**src/rtl/rsg_pkg.sv**
```systemverilog
package rsg_pkg;

  typedef enum logic [1:0] {
    ST_IDLE  = 2'd0,
    ST_HUNT  = 2'd1,
    ST_ALIGN = 2'd2
  } rsg_state_e;

  // six sample phases, zero-based (phase 1 = edge tick = index 0)
  localparam int unsigned N_SMP = 6;
  localparam int unsigned WIN   = 3;
  localparam int unsigned SMP_IDX [N_SMP] = '{2, 4, 6, 7, 8, 9};
  localparam int unsigned EVAL_IDX = SMP_IDX[N_SMP-1];

  function automatic logic [1:0] zeros3(input logic [WIN-1:0] v);
    return 2'($countones(~v));
  endfunction

endpackage

```
**src/rtl/rsg_sync.sv**
```systemverilog
module rsg_sync #(
  parameter int unsigned STAGES = 2
) (
  input  logic clk,
  input  logic rst,
  input  logic tick,
  input  logic rx_async,
  output logic rx_s,
  output logic fall
);

  logic [STAGES-1:0] chain;
  logic              prev_q;

  always_ff @(posedge clk) begin
    if (rst) chain <= '1;
    else     chain <= {chain[STAGES-2:0], rx_async};
  end

  assign rx_s = chain[STAGES-1];

  always_ff @(posedge clk) begin
    if (rst)       prev_q <= 1'b1;
    else if (tick) prev_q <= rx_s;
  end

  assign fall = tick & prev_q & ~rx_s;

endmodule

```
**src/rtl/rsg_phase.sv**
```systemverilog
module rsg_phase #(
  parameter int unsigned OSR = 16,
  localparam int unsigned PW = $clog2(OSR)
) (
  input  logic          clk,
  input  logic          rst,
  input  logic          clr,
  input  logic          adv,
  output logic [PW-1:0] phase_q,
  output logic [PW-1:0] phase_nx
);

  assign phase_nx = phase_q + 1'b1;

  always_ff @(posedge clk) begin
    if (rst || clr) phase_q <= '0;
    else if (adv)   phase_q <= phase_nx;
  end

endmodule

```
**src/rtl/rsg_vote.sv**
```systemverilog
module rsg_vote
  import rsg_pkg::*;
#(
  parameter int unsigned PW = 4
) (
  input  logic          clk,
  input  logic          rst,
  input  logic          clr,
  input  logic          adv,
  input  logic [PW-1:0] phase_nx,
  input  logic          rx,
  output logic          accept,
  output logic          clean
);

  logic [N_SMP-1:0] smp_q;
  logic [N_SMP-1:0] live;
  logic [1:0]       z_a, z_b;

  always_ff @(posedge clk) begin
    if (rst || clr) begin
      smp_q <= '1;
    end else if (adv) begin
      for (int i = 0; i < int'(N_SMP); i++) begin
        if (phase_nx == PW'(SMP_IDX[i])) smp_q[i] <= rx;
      end
    end
  end

  // the sample taken on the current tick is used directly
  for (genvar g = 0; g < int'(N_SMP); g++) begin : g_live
    assign live[g] = (phase_nx == PW'(SMP_IDX[g])) ? rx : smp_q[g];
  end

  assign z_a    = zeros3(live[WIN-1:0]);
  assign z_b    = zeros3(live[N_SMP-1:WIN]);
  assign accept = (z_a >= 2'd2) && (z_b >= 2'd2);
  assign clean  = (z_a == 2'd3) && (z_b == 2'd3);

endmodule

```
**src/rtl/rx_start_gate.sv**
```systemverilog
module rx_start_gate
  import rsg_pkg::*;
#(
  parameter int unsigned OSR         = 16,
  parameter int unsigned SYNC_STAGES = 2
) (
  input  logic clk,
  input  logic rst,
  input  logic os_tick,
  input  logic rx_line,
  input  logic busy,
  output logic start_ok,
  output logic noise_flag,
  output logic bit_edge
);

  localparam int unsigned PW = $clog2(OSR);

  rsg_state_e    state;
  logic          rx_s, fall;
  logic          in_idle, adv;
  logic [PW-1:0] phase_q, phase_nx;
  logic          accept, clean;

  assign in_idle = (state == ST_IDLE);
  assign adv     = os_tick && !in_idle;

  rsg_sync #(.STAGES(SYNC_STAGES)) u_sync (
    .clk(clk), .rst(rst), .tick(os_tick), .rx_async(rx_line),
    .rx_s(rx_s), .fall(fall)
  );

  rsg_phase #(.OSR(OSR)) u_phase (
    .clk(clk), .rst(rst), .clr(in_idle), .adv(adv),
    .phase_q(phase_q), .phase_nx(phase_nx)
  );

  rsg_vote #(.PW(PW)) u_vote (
    .clk(clk), .rst(rst), .clr(in_idle), .adv(adv),
    .phase_nx(phase_nx), .rx(rx_s),
    .accept(accept), .clean(clean)
  );

  always_ff @(posedge clk) begin
    if (rst) begin
      state      <= ST_IDLE;
      start_ok   <= 1'b0;
      noise_flag <= 1'b0;
      bit_edge   <= 1'b0;
    end else begin
      start_ok   <= 1'b0;
      noise_flag <= 1'b0;
      bit_edge   <= 1'b0;
      case (state)
        ST_IDLE: begin
          if (fall && !busy) state <= ST_HUNT;
        end
        ST_HUNT: begin
          if (os_tick && phase_nx == PW'(EVAL_IDX)) begin
            if (accept) begin
              state      <= ST_ALIGN;
              start_ok   <= 1'b1;
              noise_flag <= !clean;
            end else begin
              state <= ST_IDLE;
            end
          end
        end
        ST_ALIGN: begin
          if (os_tick && phase_nx == PW'(OSR-1)) begin
            bit_edge <= 1'b1;
            state    <= ST_IDLE;
          end
        end
        default: state <= ST_IDLE;
      endcase
    end
  end

endmodule

```
**config.mk**
```make
export PLATFORM = sky130hd
export DESIGN_NAME = rx_start_gate
export DESIGN_NICKNAME = d
export VERILOG_FILES = /design/src/rtl/rsg_pkg.sv /design/src/rtl/rsg_sync.sv /design/src/rtl/rsg_phase.sv /design/src/rtl/rsg_vote.sv /design/src/rtl/rx_start_gate.sv
export SDC_FILE = /design/constraint.sdc
export NUM_CORES = 1
export LEC_CHECK = 0
export ABC_AREA = 1
export BUFFER_PORTS_ARGS = -buffer_cell sky130_fd_sc_hd__buf_2
export CAP_MARGIN = 10
export CORE_MARGIN = 1.5
export CORE_UTILIZATION = 45
export CTS_CLUSTER_DIAMETER = 60
export CTS_CLUSTER_SIZE = 12
export DETAILED_ROUTE_END_ITERATION = 7
export GPL_ROUTABILITY_DRIVEN = 0
export PLACE_DENSITY = 0.66
export SYNTH_ARGS = -nofsm -noshare
export SYNTH_HDL_FRONTEND = slang
export SYNTH_SLANG_ARGS = --single-unit
```
**constraint.sdc**
```tcl
create_clock -name clk -period 2.1 [get_ports clk]
set_input_delay 0.42 -clock clk [delete_from_list [all_inputs] [get_ports clk]]
set_output_delay 0.42 -clock clk [all_outputs]
set_load 0.01 [all_outputs]
```
==> summary.txt <==
Final layout
  • Fillcell total: about 170
  • Layout area overhead: 28.34%
  • Fin nets: between 150 and 200
  • Footprint of the multi-input gates: 546.8 um^2
  • Register Area: between 300 and 400 um^2
  • Ant diodes: 0
  • Fraction of layout cells with a size suffix above 1: 0.3221
  • Post-route non-filler standard cell count: 176

Synthesis
  • Largest cells by area after synthesis: dfxtp_1 (39%), nand2_1 (11%), a21oi_1 (8.1%)
  • Ys async rst share: 0
  • Register bit total from synthesis: 18
  • Yosys warnings: 0
  • Post-synthesis adder-cell area fraction: 0.09717
  • Mapped cell area: approximately 930 um^2
  • Post-synth EDFFs: 0
  • Register area share after synthesis: 0.3887
  • Ys flop type: dfxtp_1
  • Most common library cells after synthesis: nand2_1 (28), inv_1 (19), dfxtp_1 (18), a21oi_1 (15), nor2_1 (11)
  • Mux contribution to synthesized area: 0
  • Synth Area in XOR/XNOR: 0
  • Compound-Gate Fraction of Synth Area: 0.1768
  • Most frequent cell after synthesis: nand2_1
  • Synth Area per Inst: 7.300 um^2
  • Synthesized net count: between 100 and 150
  • Top cell type by total area after synthesis: dfxtp_1
  • Simple-Gate Fraction of Synth Area: 0.2564
  • Distinct cells, synth: 24
  • Post-Synthesis Cells: 127
  • Main combinational cell family by area after synthesis: simple AND/OR/NAND/NOR gates
  • Synth top area share: 0.3887

Worst setup path
  • Critical Path RT: 2.34 ns
  • Worst-path fanout max: 4
  • Slowest Stage Delay on Critical Path: 0.38 ns
  • CP cell instances: buf_6 -> nand4_1 -> nand2_4 -> nor2_4 -> nand2_2 -> o21ai_2 -> inv_1 -> fa_2 -> nor2_2 -> nand2_2 -> nor3_2 -> a21boi_2
  • CP endpoint kind: register
  • Data arrival, critical path: 2.42 ns
  • Worst Setup Start Kind: register
  • Slowest CP cell: dfxtp_4
  • Critical path class: reg2reg
  • Worst path most repeated cell: nand2_2

Global routing
  • First-pass GRT wire length: 3360 um
  • Vias in the first global route: 825
  • Initial antenna violation count: 0
  • GRT overflow: 0
  • Total track usage: 0.1837
  • Largest net degree at the start of global routing: 14

STA
  • Final Max Tran Viols: 0
  • Max_slew headroom: 0.7200
  • Post-route clock period utilization: 1.040
  • Setup ws final: -0.08331 ns
  • RSZ-0062 raised after global routing: true
  • Fmax: roughly 460 MHz
  • Clock skew: 0.001229 ns
  • Final setup fails: 2
  • Final Hold Viols: 0
  • Least-Margin Pin Slew: 0.4196 ns
  • Minimum clock period: 2.183 ns
  • Min Hold Slack: 0.2987 ns

Pwr
  • Total Power: around 0.0011 W
  • PwrDens: 897.9 nW/um^2
  • LEAKAGE: 0.5127 nW
  • Peak VDD IR: ~0.57 mV

Clocking
  • CTS tree: done
  • TritonCTS Sinks: 18
  • Hold Buf Count CTS: 0
  • Clock buffer count from CTS: 3
  • Clock slew at reported path FFs: 0.11 ns
  • Clock root buffer master: clkbuf_4
  • H-tree depth: 1
  • Worst-Skew Late Latency: 0.30 ns
  • Clock Path Buffers: 2

Placement
  • Hpwl dp: 1376 um
  • IO buf count: 7
  • Place WS: -0.1706 ns
  • Post-Place Cells: 166

Run status
  • Failing checks: setup timing
  • Status: finished, violations left

Detailed routing
  • Vias: around 900
  • Met2 routed WL: 1086 um
  • Remaining DRCs: 0
  • Max Used Layer: met4
  • Initial drt markers: 34
  • Met1 wire length: 1019 um
  • WL met3: 79 um
  • DRT Wirelength: 2226 um
  • Via-to-Cell Ratio: roughly 5.2
  • Antenna viol nets, final: 0
  • WL per Instance: 12.65 um
  • DRT Pass-1 Iters: 4

Die
  • Row count: 16
  • Die ar.: 2342 um^2
  • Io pins: 8
  • Core area: 1942 um^2
  • Die Width: 48.39 um
  • Die Ht: about 48 um
  • Initial Util: 0.4774

Hold path
  • HP Class: in2reg

Flow run
  • Max-Cap Viols: 0
## worst max-delay path: cells and delay by family, from the launching register on
family	cells	cell delay (ns)
simple gates	7	0.85
flops	1	0.38
compound gates	2	0.35
fa+ha+maj	1	0.35
buf+inv	2	0.19
## power by group
group | leakage, nW | switching [W] | internal, W
Sequential | 0.149 | 0.0000382 | 0.000396
Clock | 0.0210 | 0.000113 | 0.000106
Combinational | 0.343 | 0.000261 | 0.000155
## sequential cells by signal, summed over array words and instances (netlist names)
register and cells:
state 2, u_sync.chain 2, noise_flag 1, u_sync.prev_q 1, bit_edge 1, u_phase.phase_q 4, start_ok 1, u_vote.smp_q 6
## timing repair
| item | in CTS | in global routing |
|---|---|---|
| pin swaps | 4 | 12 |
| setup buffers | 5 | 1 |
| gates cloned | 0 | 0 |
| resized for setup | 7 | 14 |
| endpoints found under the setup margin | 3 | 3 |
## worst paths after layout
| path | start | to | slack (ns) | cells past startpoint |
|---|---|---|---|---|
| worst min register to register | u_sync.chain[0] | u_sync.chain[1] | 0.43 | 1 |
| worst max-delay path | u_phase.phase_q[0] | noise_flag | -0.08 | 12 |
| worst min-delay path | rx_line | u_sync.chain[0] | 0.30 | 2 |
| worst max register to register | u_phase.phase_q[0] | noise_flag | -0.08 | 12 |
## final cells by class
| type | instances | share of cell area |
|---|---|---|
| inverter | 19 | 0.05994 |
| sequential | 18 | 0.3102 |
| clock buffer | 4 | 0.03049 |
| timing repair buffer | 19 | 0.1115 |
| tap | 27 | 0.02839 |
| multi-input combinational | 89 | 0.4595 |
## through the flow
stage	instance area (um^2)	utilization	setup TNS (ns)
after floorplan	930.9	-	0
after global placement	1041	0.5361	-0.02511
after detailed placement	1041	0.5361	-0.1959
after CTS	1142	0.5883	0
after global routing	1190	0.6128	-0.3512
final	1190	0.6128	-0.09948
## cell usage in the layout (no fill, tap or decap), drive strengths merged
| cell type | Yosys | routed |
|---|---|---|
| a21boi | 1 | 1 |
| clkbuf | 1 | 4 |
| nor2 | 13 | 13 |
| nor3 | 2 | 2 |
| nand3 | 3 | 3 |
| buf | 0 | 19 |
| nor4 | 1 | 1 |
| o211ai | 1 | 1 |
| or2 | 2 | 2 |
| ha | 4 | 4 |
| inv | 19 | 19 |
| dfxtp | 18 | 18 |
| a31oi | 1 | 1 |
| o21ai | 11 | 11 |
| nand2 | 30 | 30 |
| a21oi | 16 | 16 |
| fa | 2 | 2 |
| nand4 | 2 | 2 |
## cell families (layout without fill, tap and decap cells)
group,Yosys count,count (layout)
buffers and inverters,20,42
adder cells (fa/ha/maj),6,6
AND/OR/NAND/NOR,53,53
AO/OA/AOI/OAI,30,30
flip-flops,18,18
## per-layer routing
| metal | track usage | up-vias |
|---|---|---|
| met5 | 0 | - |
| met4 | 0.08095 | 0 |
| met3 | 0.03704 | 7 |
| met2 | 0.3125 | 27 |
| met1 | 0.2257 | 427 |
| li1 | - | 454 |
Power figures use the tool's default switching activity.
